**config.mk**
```make
export PLATFORM = sky130hd
export DESIGN_NAME = cas_unit
export DESIGN_NICKNAME = d
export VERILOG_FILES = /design/src/rtl/cas_pkg.sv /design/src/rtl/cas_fault_chk.sv /design/src/rtl/cas_datapath.sv /design/src/rtl/cas_seq.sv /design/src/rtl/cas_unit.sv
export SDC_FILE = /design/constraint.sdc
export NUM_CORES = 2
export LEC_CHECK = 0
export CAP_MARGIN = 20
export CORE_AREA = 3 3 276 278
export DETAILED_ROUTE_END_ITERATION = 10
export DIE_AREA = 0 0 279 281
export PLACE_DENSITY = 0.76
export SKIP_CTS_REPAIR_TIMING = 1
export SLEW_MARGIN = 20
export SYNTH_ARGS = -nofsm -noshare
export SYNTH_HDL_FRONTEND = slang
export SYNTH_SLANG_ARGS = --single-unit
```
**constraint.sdc**
```tcl
create_clock -name clk -period 4.4 [get_ports clk]
set_input_delay 0.66 -clock clk [delete_from_list [all_inputs] [get_ports clk]]
set_output_delay 0.66 -clock clk [all_outputs]
set_load 0.02 [all_outputs]
```
**src/rtl/cas_pkg.sv**
```systemverilog
package cas_pkg;

  typedef enum logic [1:0] {
    FLT_NONE = 2'd0,
    FLT_UD   = 2'd1,
    FLT_GP   = 2'd2,
    FLT_AC   = 2'd3
  } cas_fault_e;

  typedef enum logic [2:0] {
    ST_IDLE    = 3'd0,
    ST_READ    = 3'd1,
    ST_COMPARE = 3'd2,
    ST_WRITE   = 3'd3,
    ST_DONE    = 3'd4
  } cas_state_e;

endpackage

```
**src/rtl/cas_fault_chk.sv**
```systemverilog
module cas_fault_chk
  import cas_pkg::*;
#(
  parameter int WIDE_ALIGN_BITS   = 4,
  parameter int NARROW_ALIGN_BITS = 3,
  parameter int USER_CPL          = 3
) (
  input  logic                       wide,
  input  logic [WIDE_ALIGN_BITS-1:0] addr_low,
  input  logic                       is_mem,
  input  logic                       wide_en,
  input  logic                       ac_en,
  input  logic [1:0]                 cpl,
  output cas_fault_e                 flt
);

  logic wide_mis;
  logic narrow_mis;

  always_comb begin
    wide_mis   = |addr_low;
    narrow_mis = |addr_low[NARROW_ALIGN_BITS-1:0];
    // undefined opcode first, then protection, then alignment
    if (!is_mem)
      flt = FLT_UD;
    else if (wide && (!wide_en || wide_mis))
      flt = FLT_GP;
    else if (!wide && narrow_mis && ac_en && (cpl == 2'(USER_CPL)))
      flt = FLT_AC;
    else
      flt = FLT_NONE;
  end

endmodule

```
**src/rtl/cas_datapath.sv**
```systemverilog
module cas_datapath #(
  parameter int HALF_W = 64
) (
  input  logic              clk,
  input  logic              rst,
  input  logic              load_en,
  input  logic              wide_in,
  input  logic [HALF_W-1:0] exp_hi_in,
  input  logic [HALF_W-1:0] exp_lo_in,
  input  logic [HALF_W-1:0] new_hi_in,
  input  logic [HALF_W-1:0] new_lo_in,
  input  logic              rd_en,
  input  logic [2*HALF_W-1:0] rdata,
  input  logic              cmp_en,
  output logic [2*HALF_W-1:0] wdata,
  output logic              eq_flag,
  output logic [HALF_W-1:0] res_hi,
  output logic [HALF_W-1:0] res_lo
);

  localparam int DW = 2 * HALF_W;
  localparam int NW = HALF_W / 2;
  localparam int PAD = HALF_W - NW;

  logic          wide_q;
  logic [DW-1:0] exp_q, new_q, rd_q, wdata_q;
  logic          eq_q;
  logic [HALF_W-1:0] res_hi_q, res_lo_q;
  logic          match;

  function automatic logic [DW-1:0] pack_pair(input logic w,
                                              input logic [HALF_W-1:0] hi,
                                              input logic [HALF_W-1:0] lo);
    if (w) return {hi, lo};
    else   return {{HALF_W{1'b0}}, hi[NW-1:0], lo[NW-1:0]};
  endfunction

  assign match = (rd_q == exp_q);

  always_ff @(posedge clk) begin
    if (rst) begin
      wide_q   <= 1'b0;
      exp_q    <= '0;
      new_q    <= '0;
      rd_q     <= '0;
      wdata_q  <= '0;
      eq_q     <= 1'b0;
      res_hi_q <= '0;
      res_lo_q <= '0;
    end else begin
      if (load_en) begin
        wide_q   <= wide_in;
        exp_q    <= pack_pair(wide_in, exp_hi_in, exp_lo_in);
        new_q    <= pack_pair(wide_in, new_hi_in, new_lo_in);
        res_hi_q <= exp_hi_in;
        res_lo_q <= exp_lo_in;
      end
      if (rd_en)
        rd_q <= wide_q ? rdata : {{HALF_W{1'b0}}, rdata[HALF_W-1:0]};
      if (cmp_en) begin
        eq_q    <= match;
        wdata_q <= match ? new_q : rd_q;
        if (!match) begin
          if (wide_q) begin
            res_hi_q <= rd_q[DW-1:HALF_W];
            res_lo_q <= rd_q[HALF_W-1:0];
          end else begin
            res_hi_q <= {{PAD{1'b0}}, rd_q[HALF_W-1:NW]};
            res_lo_q <= {{PAD{1'b0}}, rd_q[NW-1:0]};
          end
        end
      end
    end
  end

  assign wdata   = wdata_q;
  assign eq_flag = eq_q;
  assign res_hi  = res_hi_q;
  assign res_lo  = res_lo_q;


  cmp_flag_chk: assert property (@(posedge clk) disable iff (rst)
    (cmp_en && (rd_q == exp_q)) |=> (eq_flag && wdata == $past(new_q)));


  miss_wb_chk: assert property (@(posedge clk) disable iff (rst)
    (cmp_en && (rd_q != exp_q)) |=> (!eq_flag && wdata == $past(rd_q)));

endmodule

```
**src/rtl/cas_seq.sv**
```systemverilog
module cas_seq
  import cas_pkg::*;
#(
  parameter int ADDR_W = 32
) (
  input  logic              clk,
  input  logic              rst,
  input  logic              req_valid,
  input  logic [ADDR_W-1:0] addr_in,
  input  cas_fault_e        flt_in,
  input  logic              mem_ack,
  output logic              ready,
  output logic              load_en,
  output logic              rd_en,
  output logic              cmp_en,
  output logic              done,
  output logic [1:0]        fault_o,
  output logic              mem_req,
  output logic              mem_we,
  output logic              mem_lock,
  output logic [ADDR_W-1:0] mem_addr
);

  cas_state_e        st_q, st_d;
  cas_fault_e        flt_q;
  logic [ADDR_W-1:0] addr_q;

  assign ready   = (st_q == ST_IDLE);
  assign load_en = ready && req_valid;
  assign rd_en   = (st_q == ST_READ) && mem_ack;
  assign cmp_en  = (st_q == ST_COMPARE);

  always_comb begin
    st_d = st_q;
    unique case (st_q)
      ST_IDLE:    if (req_valid) st_d = (flt_in != FLT_NONE) ? ST_DONE : ST_READ;
      ST_READ:    if (mem_ack) st_d = ST_COMPARE;
      ST_COMPARE: st_d = ST_WRITE;
      ST_WRITE:   if (mem_ack) st_d = ST_DONE;
      ST_DONE:    st_d = ST_IDLE;
      default:    st_d = ST_IDLE;
    endcase
  end

  always_ff @(posedge clk) begin
    if (rst) begin
      st_q   <= ST_IDLE;
      flt_q  <= FLT_NONE;
      addr_q <= '0;
    end else begin
      st_q <= st_d;
      if (load_en) begin
        flt_q  <= flt_in;
        addr_q <= addr_in;
      end
    end
  end

  assign done     = (st_q == ST_DONE);
  assign fault_o  = flt_q;
  assign mem_req  = (st_q == ST_READ) || (st_q == ST_WRITE);
  assign mem_we   = (st_q == ST_WRITE);
  assign mem_lock = (st_q == ST_READ) || (st_q == ST_COMPARE) || (st_q == ST_WRITE);
  assign mem_addr = addr_q;


  done_pulse_chk: assert property (@(posedge clk) disable iff (rst)
    done |=> !done);


  lock_hold_chk: assert property (@(posedge clk) disable iff (rst)
    (mem_lock && !(mem_we && mem_ack)) |=> mem_lock);


  fault_nobus_chk: assert property (@(posedge clk) disable iff (rst)
    (!ready && flt_q != FLT_NONE) |-> !mem_req);

endmodule

```
**src/rtl/cas_unit.sv**
```systemverilog
module cas_unit
  import cas_pkg::*;
#(
  parameter int HALF_W = 64,
  parameter int ADDR_W = 32
) (
  input  logic                clk,
  input  logic                rst,
  input  logic                req_valid,
  output logic                req_ready,
  input  logic                req_wide,
  input  logic [ADDR_W-1:0]   req_addr,
  input  logic [HALF_W-1:0]   exp_hi,
  input  logic [HALF_W-1:0]   exp_lo,
  input  logic [HALF_W-1:0]   new_hi,
  input  logic [HALF_W-1:0]   new_lo,
  input  logic                align_chk_en,
  input  logic [1:0]          cpl,
  input  logic                is_mem_opnd,
  input  logic                wide_feat_en,
  output logic                mem_req,
  output logic                mem_we,
  output logic                mem_lock,
  output logic [ADDR_W-1:0]   mem_addr,
  output logic [2*HALF_W-1:0] mem_wdata,
  input  logic [2*HALF_W-1:0] mem_rdata,
  input  logic                mem_ack,
  output logic                done,
  output logic                eq_flag,
  output logic [HALF_W-1:0]   res_hi,
  output logic [HALF_W-1:0]   res_lo,
  output logic [1:0]          fault
);

  localparam int WIDE_BYTES = (2 * HALF_W) / 8;
  localparam int ALIGN_BITS = $clog2(WIDE_BYTES);

  cas_fault_e flt;
  logic load_en, rd_en, cmp_en;

  cas_fault_chk #(
    .WIDE_ALIGN_BITS  (ALIGN_BITS),
    .NARROW_ALIGN_BITS(ALIGN_BITS - 1),
    .USER_CPL         (3)
  ) i_fault (
    .wide    (req_wide),
    .addr_low(req_addr[ALIGN_BITS-1:0]),
    .is_mem  (is_mem_opnd),
    .wide_en (wide_feat_en),
    .ac_en   (align_chk_en),
    .cpl     (cpl),
    .flt     (flt)
  );

  cas_seq #(.ADDR_W(ADDR_W)) i_seq (
    .clk      (clk),
    .rst      (rst),
    .req_valid(req_valid),
    .addr_in  (req_addr),
    .flt_in   (flt),
    .mem_ack  (mem_ack),
    .ready    (req_ready),
    .load_en  (load_en),
    .rd_en    (rd_en),
    .cmp_en   (cmp_en),
    .done     (done),
    .fault_o  (fault),
    .mem_req  (mem_req),
    .mem_we   (mem_we),
    .mem_lock (mem_lock),
    .mem_addr (mem_addr)
  );

  cas_datapath #(.HALF_W(HALF_W)) i_dp (
    .clk      (clk),
    .rst      (rst),
    .load_en  (load_en),
    .wide_in  (req_wide),
    .exp_hi_in(exp_hi),
    .exp_lo_in(exp_lo),
    .new_hi_in(new_hi),
    .new_lo_in(new_lo),
    .rd_en    (rd_en),
    .rdata    (mem_rdata),
    .cmp_en   (cmp_en),
    .wdata    (mem_wdata),
    .eq_flag  (eq_flag),
    .res_hi   (res_hi),
    .res_lo   (res_lo)
  );


  write_before_done_chk: assert property (@(posedge clk) disable iff (rst)
    (done && fault == 2'd0) |-> $past(mem_req && mem_we && mem_ack));


  flag_keep_chk: assert property (@(posedge clk) disable iff (rst)
    (done && fault != 2'd0) |-> (eq_flag == $past(eq_flag)));

endmodule

```
Word-level counts from Yosys, hierarchy flattened --
Index checks and enable logic that the tools add are counted. W data, S select, Z words.
Storage, ports and cells: register bits 679, input bits 426, output and inout port bits 296, word-level logic and storage cells 57
Operators by class: eq/ne operators 9, mux-type cells 20, reduce and logical (&&, ||, !) cells 17
Operators by type and width (number):
- $mux W128 | 4
- $mux W64 | 8
- $eq A128 B128 Y1 | 1
- $mux W3 | 4
- $pmux W3 S4 | 1
- $eq A3 B2 Y1 const B | 2
- $logic_and A1 B1 Y1 | 6
- $mux W2 | 3
- $logic_or A1 B1 Y1 | 4
- $ne A2 B2 Y1 const B | 2
- $reduce_or A4 Y1 | 1
- $eq A3 B1 Y1 const B | 1
- $eq A3 B3 Y1 const B | 1
- $logic_not A3 Y1 | 1
- $reduce_and A3 Y1 | 1
- $reduce_or A3 Y1 | 1
- $eq A2 B2 Y1 const B | 1
- $logic_not A1 Y1 | 2
- $ne A2 B1 Y1 const B | 1
- $reduce_bool A2 Y1 | 1

Depth between registers and ports, before layout --
depth after elaboration 11, mapped depth 10, gate-level depth less buffers 6

Hierarchy --
Synthesis repeated with hierarchy kept, for this count alone.
Unflattened totals: cell total of the unflattened synthesis 3211, area, all modules 30247.8 µm²
Modules (own cells, without submodules):
- cas_datapath | times used 1, cells an instance 3031, area each 28391.0 µm², sequential area each 12852.3 µm²
- cas_seq | times used 1, cells an instance 173, area each 1815.5 µm², sequential area each 740.7 µm²
- cas_fault_chk | times used 1, cells an instance 7, area each 41.3 µm², sequential area each 0.0 µm²

Least setup slack after synthesis --
OpenSTA, ideal clock, no wires.
kind reg2reg, start point reg i_seq.st_q[1], end point reg i_seq.flt_q[1] (netlist: i_seq.fault_o[1]), library setup time 0.128 ns, arrival time 2.095 ns, required time 4.272 ns, slack 2.178 ns, cell stages (with the launch flop) 9, path buffers 4, period minus slack after synthesis 2.222 ns, cells stage by stage dfxtp_1 > buf_2 > nor3_1 > nand2_1 > buf_2 > clkbuf_1 > clkbuf_1 > a21oi_1 > nor2_1
On the way: cells in the longest elaborated chain, start to end 2
Ends and longest elaborated chain:
- from (decl) | RTL line cas_seq.sv:24 | cas_state_e st_q, st_d;
- from (signal assigned) | RTL line cas_seq.sv:51 | st_q <= st_d;
- $logic_not A3 Y1 | RTL line cas_seq.sv:28 | assign ready = (st_q == ST_IDLE);
- named net req_ready | RTL line cas_unit.sv:10 | output logic req_ready,
- $logic_and A1 B1 Y1 | RTL line cas_seq.sv:29 | assign load_en = ready && req_valid;
- to (signal assigned) | RTL line cas_seq.sv:53 | flt_q <= flt_in;
- to (decl) | RTL line cas_seq.sv:25 | cas_fault_e flt_q;
The timed path passes the listed nets, and every way through them passes these cells. A chain may end at the register's enable or synchronous reset.

Final worst setup path --
start point reg i_dp.rd_q[41], end point reg i_dp.res_lo_q[18] (netlist: i_dp.res_lo[18])
On the way: cells in the longest elaborated chain, start to end 3
Ends and longest elaborated chain:
- from (decl) | RTL line cas_datapath.sv:26 | logic [DW-1:0] exp_q, new_q, rd_q, wdata_q;
- from (signal assigned) | RTL line cas_datapath.sv:59 | rd_q <= wide_q ? rdata : {{HALF_W{1'b0}}, rdata[HALF_W-1:0]};
- $eq A128 B128 Y1 | RTL line cas_datapath.sv:38 | assign match = (rd_q == exp_q);
- $mux W64 | RTL line cas_datapath.sv:63 | if (!match) begin
- $mux W64 | RTL line cas_datapath.sv:60 | if (cmp_en) begin
- to (signal assigned) | RTL line cas_datapath.sv:56 | res_lo_q <= exp_lo_in;
- to (signal assigned) | RTL line cas_datapath.sv:66 | res_lo_q <= rd_q[HALF_W-1:0];
- to (signal assigned) | RTL line cas_datapath.sv:69 | res_lo_q <= {{PAD{1'b0}}, rd_q[NW-1:0]};
- to (decl) | RTL line cas_datapath.sv:28 | logic [HALF_W-1:0] res_hi_q, res_lo_q;
Every way passes these cells.

==> reports/summary.log <==
[timing] final-report hold violation count 0
[critical_path] data required time at the worst endpoint 4.87 ns
[clocking] CTS Buffer Depth 3
[route] post-DR wirelength/cell 24.13 um
[critical_path] maximum fanout encountered on the critical timing path 48
[yosys] post-synthesis async set-or-reset flop share 0
[timing] setup repair after global routing missed its margin no
[yosys] per-instance average area after synthesis 8.250 um^2
[yosys] total nets after synthesis 4024
[power_and_ir_drop] peak supply drop 0.3498 mV
[floorplanning] floorplan die height 281 um
[min_path] path category of the worst min-delay check flop to flop
[power_and_ir_drop] static leakage 0.01340 uW
[final_layout] post-layout util 0.5357
[route] DR top layer met5
[floorplanning] floorplan row count 100
[final_layout] share of final-layout standard cells stronger than drive strength 1 0.07198
[clocking] clock buffer count from CTS 74
[timing] crit share post-route 0.8234
[floorplanning] IO Count 722
[route] number of antenna-violating nets in the routed design 0
[yosys] number of flops mapped to enable cells by yosys 0
[critical_path] startpoint kind of the worst setup timing path flop
[timing] setup TNS after final layout 0 ns
[route] number of detailed-routing iterations run before antenna repair 6
[route] drt via density 5.648
[timing] Final Max Tran Viols 0
[critical_path] Arr. time, crit path 4.09 ns
[timing] timing-limited maximum frequency 276.0 MHz
[yosys] sequential fraction of the synthesis area 0.4579
[clocking] clock tree from TritonCTS built
[yosys] fraction of the mapped netlist area in compound gates 0.1788
[final_layout] area overhead of the layout relative to synthesis 33.91%
[yosys] yosys warns 0
[route] total detailed-routing wirelength 124700 um
[place] dpl hpwl 87400 um
[floorplanning] core box area 74200 um^2
[clocking] level count of the clock H-tree 3
[critical_path] critical register-to-register path endpoint i_dp.res_lo[18]
[yosys] number of instances in the synthesized netlist 3598
[floorplanning] starting utilization of the core area 0.4001
[yosys] area share of the leading cell type in the synthesized netlist 0.4579
[route] met1 layer wirelength in the final routing 50270 um
[final_layout] filler instances 6750
[route] vias post-DR 29190
[run_status] outcome complete, no violations
[route] met3 routed WL 10930 um
[timing] shortest clock period the worst path allows after layout 3.623 ns
[yosys] combinational family with the most area after synthesis simple AND/OR/NAND/NOR gates
[run] max capacitance violation total 0
[yosys] share of cell area taken by muxes after synthesis 0.06879
[yosys] Netlist cell types 41
[timing] maximum clock skew at final layout 0.02773 ns
[critical_path] worst setup path start i_dp.rd_q[41]
[clocking] clock insertion delay at the later pin of the skew report 0.63 ns
[route] Detailed Route Iter0 Violations 2832
[place] RePlAce Congestion 0.8582
[final_layout] # nets final 4539
[critical_path] start of the worst register-to-register path i_dp.rd_q[41]
[route] residual DRC count 0
[critical_path] Setup Crit Path Kind flop to flop
[timing] Max transition margin 0.2991
[global_route] global-route wire length before repair 181000 um
[global_route] via count of the first global-routing pass 27840
[global_route] global router's overall resource usage 0.3028
[global_route] maximum number of pins on one net before global-route repair 161
[clocking] cell chosen for the clock root sky130_fd_sc_hd__clkbuf_16
[power_and_ir_drop] power density cells 401.3 nW/um^2
[min_path] Worst Min Path Start i_dp.new_q[94]
[critical_path] R2R setup slack 0.78 ns
[yosys] share of synthesized cell area in and, or, nand and nor gates 0.1985
[yosys] leading post-synthesis cells by cell area sky130_fd_sc_hd__dfxtp_1 (46%), sky130_fd_sc_hd__nand2_1 (9.0%), sky130_fd_sc_hd__a21oi_1 (7.1%)
[power_and_ir_drop] post-layout power 15950 uW
[clocking] clock transition at the registers of the reported paths 0.06 ns
[critical_path] Worst Setup EP i_dp.res_lo[18]
[critical_path] CP endpoint kind flop
[yosys] dominant register cell in the synthesized netlist sky130_fd_sc_hd__dfxtp_1
[route] met2 WL 59370 um
[floorplanning] floorplan die area 78400 um^2
[yosys] parity-gate share of the synthesized area counting xor and xnor cells 0.03806
[yosys] adder-cell area share of the yosys netlist 0
[yosys] Netlist Area Pre-Place 29680 um^2
[critical_path] worst reg-to-reg path cell count 8
[timing] actual transition at the worst max-transition pin 1.051 ns
[place] number of buffers added on ports 721
[yosys] Synth Register Bits 679
[clocking] Clock Sinks 679
[floorplanning] horizontal extent of the die 279 um
[timing] total of endpoints with negative setup slack in the final report 0
[global_route] initial antenna violation count 42
[yosys] cell type with the highest aggregate area in the netlist sky130_fd_sc_hd__dfxtp_1
[global_route] total congestion overflow 0
==> worst max-delay path: stages (launching register included) <==
cell and delay (ns):
sky130_fd_sc_hd__dfxtp_1 0.37, sky130_fd_sc_hd__xnor2_1 0.61, sky130_fd_sc_hd__nand4_1 0.37, sky130_fd_sc_hd__nor4_2 0.56, sky130_fd_sc_hd__nand4_1 0.19, sky130_fd_sc_hd__buf_4 0.34
sky130_fd_sc_hd__o21ai_4 0.23, sky130_fd_sc_hd__buf_4 0.55, sky130_fd_sc_hd__a211oi_1 0.17
==> cell type report <==
type                    instances  area, um^2  share of cell area
repair buffers                788        7980              0.2008
clock buffers                 105        2180             0.05483
inverters                       1       3.754          0.00009443
multi-input cells            2569       14400              0.3623
well taps                     969        1212             0.03050
flip-flops and latches        679       13600              0.3421
diodes                         31       77.57            0.001952
clock inverters                26       296.5            0.007460
==> logic make-up after synthesis <==
group	count (synthesis)
flops	679
mux	192
simple gates	1390
buf+inv	350
xor+xnor	129
compound gates	858
==> synthesized netlist by cell type, drive strengths merged, types with 2 or more instances <==
cell and n:
a211oi 165, a21boi 32, a21oi 422, a221oi 14, a311oi 96, and2 4, and4 2, buf 104
clkbuf 245, dfxtp 679, mux2 96, mux2i 96, nand2 713, nand3 289, nand3b 2, nand4 34
nor2 294, nor3 4, nor4 45, o21ai 112, o311a 14, xnor2 128
==> worst min path at each step <==
| stage | end | slack, ns | cells after the start |
|---|---|---|---|
| floorplan | i_dp.new_q[100] | 0.43 | 2 |
| global placement | i_dp.new_q[94] | 0.44 | 2 |
| detailed placement | i_dp.new_q[82] | 0.44 | 2 |
| CTS | i_dp.new_q[94] | 0.45 | 2 |
| global route | i_dp.new_q[7] | 0.47 | 2 |
| finish | i_dp.new_q[94] | 0.45 | 2 |
==> registers in the layout, summed over array words and instances, names as in the netlist <==
signal          cells
i_dp.rd_q         128
i_dp.eq_flag        1
i_dp.exp_q        128
i_seq.fault_o       2
i_seq.mem_addr     32
i_seq.st_q          3
i_dp.res_hi        64
i_dp.wide_q         1
i_dp.res_lo        64
i_dp.wdata        128
i_dp.new_q        128
==> stage by stage <==
stage	std cells	setup slack (ns)	hold WS [ns]	area (um^2)
3_3_place_gp	5006	0.8208	0.4386	37200
5_1_grt	5158	0.6984	0.4692	39720
4_1_cts	5137	0.7155	0.4529	39670
3_5_place_dp	5006	0.7500	0.4448	37200
2_1_floorplan	3598	2.178	0.4322	29680
6_report	5168	0.7770	0.4529	39750
==> cell usage in the layout, fill, tap and decap left out, types with 32 or more instances in the layout <==
cell type	synthesis	routed
sky130_fd_sc_hd__nor2_1	294	294
sky130_fd_sc_hd__mux2_2	88	88
sky130_fd_sc_hd__a211oi_1	164	164
sky130_fd_sc_hd__xnor2_1	128	128
sky130_fd_sc_hd__dfxtp_1	679	678
sky130_fd_sc_hd__clkdlybuf4s50_1	0	719
sky130_fd_sc_hd__mux2i_1	96	96
sky130_fd_sc_hd__nand2_1	712	710
sky130_fd_sc_hd__nand4_1	34	34
sky130_fd_sc_hd__nor4_1	35	35
sky130_fd_sc_hd__a311oi_1	96	96
sky130_fd_sc_hd__nand3_1	289	289
sky130_fd_sc_hd__a21oi_1	421	421
sky130_fd_sc_hd__a21boi_0	32	32
sky130_fd_sc_hd__clkbuf_16	0	75
sky130_fd_sc_hd__buf_4	17	47
sky130_fd_sc_hd__o21ai_0	111	111
==> routing by layer <==
layer / up-vias / GRT usage
met3: 232 / 0.07626
li1: 13610 / -
met1: 13980 / 0.3823
met4: 16 / 0.1100
met5: - / 0
met2: 1358 / 0.5022
==> where the power goes <==
| group | switching (uW) | total, uW | internal [uW] | leakage, uW |
|---|---|---|---|---|
| Sequential | 278 | 6810 | 6540 | 0.00554 |
| Combinational | 1580 | 2790 | 1210 | 0.00663 |
| Clock | 2690 | 6350 | 3660 | 0.00123 |
| Total | 4550 | 16000 | 11400 | 0.0134 |
No activity file was read; power rests on OpenSTA's default activity.
